$ cat config.mk
export PLATFORM = sky130hd
export DESIGN_NAME = alu4_core
export DESIGN_NICKNAME = d
export VERILOG_FILES = /design/src/rtl/alu4_pkg.sv /design/src/rtl/alu4_full_add.sv /design/src/rtl/alu4_ripple.sv /design/src/rtl/alu4_bitwise.sv /design/src/rtl/alu4_core.sv
export SDC_FILE = /design/constraint.sdc
export NUM_CORES = 1
export LEC_CHECK = 0
export BUFFER_PORTS_ARGS = -buffer_cell sky130_fd_sc_hd__buf_4
export CAP_MARGIN = 25
export CORE_MARGIN = 10
export CORE_UTILIZATION = 35
export DETAILED_ROUTE_END_ITERATION = 12
export PLACE_DENSITY = 0.66
export SLEW_MARGIN = 20
export SYNTH_ARGS = -nofsm -noshare
export SYNTH_HDL_FRONTEND = slang
export SYNTH_HIERARCHICAL = 1
export SYNTH_SLANG_ARGS = --single-unit
$ cat constraint.sdc
create_clock -name vclk -period 9.2
set_input_delay 0 -clock vclk [all_inputs]
set_output_delay 0 -clock vclk [all_outputs]
set_load 0.005 [all_outputs]
$ cat src/rtl/alu4_pkg.sv
// Package: shared operation encoding for the byte ALU.
// Assumes the operation code is two bits wide and fully decoded.
package alu4_pkg;
    typedef enum logic [1:0] {
        OP_ADD = 2'b00,
        OP_OR  = 2'b01,
        OP_SUB = 2'b10,
        OP_AND = 2'b11
    } alu_op_e;
endpackage

$ cat src/rtl/alu4_full_add.sv
// One-bit full adder cell, used as the unit of the ripple chain.
// Assumes nothing beyond known input levels.
module alu4_full_add (
    input  logic x,
    input  logic y,
    input  logic ci,
    output logic s,
    output logic co
);
    // Sum and carry of one bit position.
    always_comb begin
        s  = x ^ y ^ ci;
        co = (x & y) | (ci & (x ^ y));
    end
endmodule

$ cat src/rtl/alu4_ripple.sv
// Ripple-carry adder and subtractor of W bits. When invert_b is high, each
// bit of b is inverted and the chain carry input is 1, which gives a - b.
// Assumes known input levels; carry_out is the chain's top carry.
module alu4_ripple #(
    parameter int W = 8
) (
    input  logic [W-1:0] a,
    input  logic [W-1:0] b,
    input  logic         invert_b,
    output logic [W-1:0] sum,
    output logic         carry_out
);
    logic [W:0]   chain;
    logic [W-1:0] b_eff;

    // Conditional inversion of b and carry seed.
    always_comb begin
        b_eff    = b ^ {W{invert_b}};
        chain[0] = invert_b;
    end

    for (genvar i = 0; i < W; i++) begin : g_bit
        alu4_full_add u_fa (
            .x  (a[i]),
            .y  (b_eff[i]),
            .ci (chain[i]),
            .s  (sum[i]),
            .co (chain[i+1])
        );
    end

    assign carry_out = chain[W];

    // Chain result must match a whole-word addition.
    always_comb begin
        p_chain_sum_r1: assert ({carry_out, sum} ==
            ({1'b0, a} + {1'b0, b_eff} + {{W{1'b0}}, invert_b}));
    end
endmodule

$ cat src/rtl/alu4_bitwise.sv
// Bitwise AND and OR of two W-bit operands.
// Assumes known input levels.
module alu4_bitwise #(
    parameter int W = 8
) (
    input  logic [W-1:0] a,
    input  logic [W-1:0] b,
    output logic [W-1:0] and_o,
    output logic [W-1:0] or_o
);
    for (genvar i = 0; i < W; i++) begin : g_bit
        // Per-bit gates.
        assign and_o[i] = a[i] & b[i];
        assign or_o[i]  = a[i] | b[i];
    end

    // An AND bit can never be set where the OR bit is clear.
    always_comb begin
        p_and_within_or_r4: assert ((and_o & ~or_o) == '0);
    end
endmodule

$ cat src/rtl/alu4_core.sv
// Top of the byte ALU: decodes the operation code, runs the shared ripple
// chain for add/subtract and the bitwise unit, and steers one result out.
// Assumes op_sel, opa and opb always carry known levels. Holds no state.
module alu4_core
    import alu4_pkg::*;
#(
    parameter int W = 8
) (
    input  logic [W-1:0] opa,
    input  logic [W-1:0] opb,
    input  logic [1:0]   op_sel,
    output logic [W-1:0] res,
    output logic         carry_out
);
    alu_op_e      op;
    logic         do_sub;
    logic [W-1:0] arith_sum;
    logic         arith_carry;
    logic [W-1:0] and_val;
    logic [W-1:0] or_val;

    // Operation decode.
    always_comb begin
        op     = alu_op_e'(op_sel);
        do_sub = (op == OP_SUB);
    end

    alu4_ripple #(.W(W)) u_chain (
        .a         (opa),
        .b         (opb),
        .invert_b  (do_sub),
        .sum       (arith_sum),
        .carry_out (arith_carry)
    );

    alu4_bitwise #(.W(W)) u_logic (
        .a     (opa),
        .b     (opb),
        .and_o (and_val),
        .or_o  (or_val)
    );

    // Result steering and carry gating.
    always_comb begin
        case (op)
            OP_OR:   begin res = or_val;    carry_out = 1'b0;        end
            OP_AND:  begin res = and_val;   carry_out = 1'b0;        end
            default: begin res = arith_sum; carry_out = arith_carry; end
        endcase
    end

    // Port-level identities for each operation.
    always_comb begin
        if (op == OP_AND) begin
            p_and_subset_r4: assert ((res & ~opa) == '0);
        end
        if (op == OP_OR) begin
            p_or_superset_r3: assert ((opa & ~res) == '0);
        end
        if (op == OP_SUB) begin
            p_sub_inverse_r2: assert (W'(res + opb) == opa);
        end
        if (op == OP_AND || op == OP_OR) begin
            p_no_logic_carry_r5: assert (!carry_out);
        end
    end
endmodule

==> impl_metrics.py <==
metrics = {
    "timing": {
        "final.setup.tns_ps": 0,
        "report.final.slew_viol_count": 0,
        "fmax_mhz": 212.0,
        "tightestPinTransition_ps": 926.4,
        "relSlewSlack_pct": 38.11,
        "rsz0062_at_grt": "no",
        "setup_viol": 0,
        "hold_viol": 0,
        "worst_slack_ps": 4483,
        "period_share_pct": 51.28,
        "min_period_ps": 4717,
    },
    "logic_synthesis": {
        "netlist-cell-type-count": 10,
        "netlist_instances": 62,
        "synth_mux_area_share_pct": 14.71,
        "synth-seq-area-share_pct": 0,
        "synth_area_um2": 544.3,
        "synth-xor-area-share_pct": 12.87,
        "yosysTopAreaCellShare_pct": 29.43,
        "ys_top_cells_by_area": "fa_1, mux2i_1, xor2_1",
        "synth-compound-area-share_pct": 7.356,
        "postSynthAreaPerCell_um2": 8.779,
        "yosys.area_share.simple_pct": 28.05,
        "synthesis.nets": 88,
        "synth_top_family_by_area": "adder cells",
        "synth_warnings": 6,
        "yosysTopAreaCell": "fa_1",
        "synth_fa_ha_area_share_pct": 29.43,
    },
    "placement": {
        "placed_area_um2": 725.7,
        "io_buffer_count": 27,
        "dp_slack_ps": 4423,
        "globalplace.congestion": 0.7557,
    },
    "power_and_ir_drop": {
        "powerDensity_nw_per_um2": 64.81,
        "ir_worst_vdd_mv": 0.02505,
        "p_leak_nw": 0.3529,
    },
    "worst_setup_path": {
        "crit_slowest_cell": "nor2b_1",
        "cp_num_buf_inv": 2,
        "critPathArrivalTime_ps": 4720,
        "crit_chain": "buf_4 > nor2b_1 > xor2_1 > fa_1 > fa_1 > fa_1 > fa_1 > fa_1 > fa_1 > fa_1 > fa_1 > nor2_1 > a21oi_1 > buf_4",
        "cp_slowest_stage_delay_ps": 760,
        "cpMostUsedCell": "fa_1",
        "crit_type": "input pin to output port",
        "critPathLaunchType": "input pin",
        "critical_path_required_ps": 9200,
        "path_depth": 14,
        "cp_max_fo": 9,
        "end_kind": "output port",
        "critPathTopFamily": "adder cells",
    },
    "outcome": {
        "status": "complete, no violations",
    },
    "final_layout": {
        "regArea_um2": 0,
        "utilization_pct": 48.74,
        "drive_gt1_share_pct": 41.18,
        "areaGrowthSynthToFinish_pct": 33.33,
        "multi_input_area_um2": 503.0,
        "clock_buffers": 0,
        "final_area_um2": 725.7,
        "antennaDiodeCount": 0,
        "sequential_cell_total": 0,
        "final_nets": 113,
        "fill_cells": 154,
    },
    "routing": {
        "drtIter0Drc": 0,
        "routed_via_density": 4.832,
        "drc_errors": 0,
        "firstDrtPassIters": 1,
        "totalWireLength_mm": 1.259,
        "wire_per_inst_um": 12.47,
        "routed-via-count": 488,
        "antenna_left": 0,
    },
    "grt": {
        "track_usage_pct": 7.544,
        "antenna_found_initial": 0,
        "grt_max_degree": 19,
        "grt_remaining_overflow": 0,
        "grt_pass1_wl_mm": 2.304,
        "grt_pass1_vias": 549,
    },
    "clock_network": {
        "post_cts_buffers": 0,
        "cts_hold_buf": 0,
        "cts_resized": 0,
    },
    "floorplan": {
        "start_util_pct": 36.55,
        "die_height_um": 59.44,
        "die_area_um2": 3533,
        "rows": 14,
        "die_w_um": 59.44,
        "core_area_um2": 1489,
        "ios": 27,
    },
    "flow_run": {
        "drv_cap": 0,
    },
    "min_path": {
        "hold_depth": 3,
        "hold_class": "input pin to output port",
    },
}
[report_power, final]
group / switching, mW / leakage [nW] / total (mW) / internal [mW]
logic: 0.0209 / 0.353 / 0.0470 / 0.0262
clock network: 0 / 0 / 0 / 0
registers: 0 / 0 / 0 / 0
total: 0.0209 / 0.353 / 0.0470 / 0.0262
[kinds of logic after synthesis]
kind of cell / count (synthesis)
buffers and inverters: 4
xor gates and xnor gates: 8
AOI/OAI and AO/OA: 8
adders and majority gates: 8
muxes: 8
and+or+nand+nor: 26
[per-layer routing]
metal	wire (um)	vias up	global-route usage (%)
li1	-	245	-
met1	488	228	8.596
met2	647	15	14.12
met3	124	0	2.146
met4	0	0	0
met5	0	-	0
[final timing paths]
kind                  slack [ps]  startpoint        end
worst min-delay path         390   op_sel[0]  carry_out
worst max-delay path        4480   op_sel[1]     res[7]
[stage by stage]
| step | std cells | total power, mW | hold slack (ps) |
|---|---|---|---|
| after global placement | 101 | 0.04689 | 397.8 |
| final | 101 | 0.04703 | 392.1 |
| after detailed placement | 101 | 0.04805 | 396.8 |
| after global routing | 101 | 0.05478 | 422.7 |
| after CTS | 101 | 0.04852 | 401.7 |
| after floorplan | 62 | 0.02710 | 179.2 |
[area by class of cell]
class	count	share of cell area, %
well taps	16	2.759
repair buffers	27	27.93
multi-input cells	58	69.31
[cell usage in the layout, fill, tap and decap left out]
| cell type | n |
|---|---|
| a21oi_1 | 8 |
| or2_1 | 8 |
| buf_4 | 27 |
| fa_1 | 8 |
| nor2_1 | 8 |
| xor2_1 | 8 |
| mux2i_1 | 8 |
| nor2b_1 | 2 |
| and2_2 | 8 |
No activity file was read; power rests on OpenSTA's default activity.
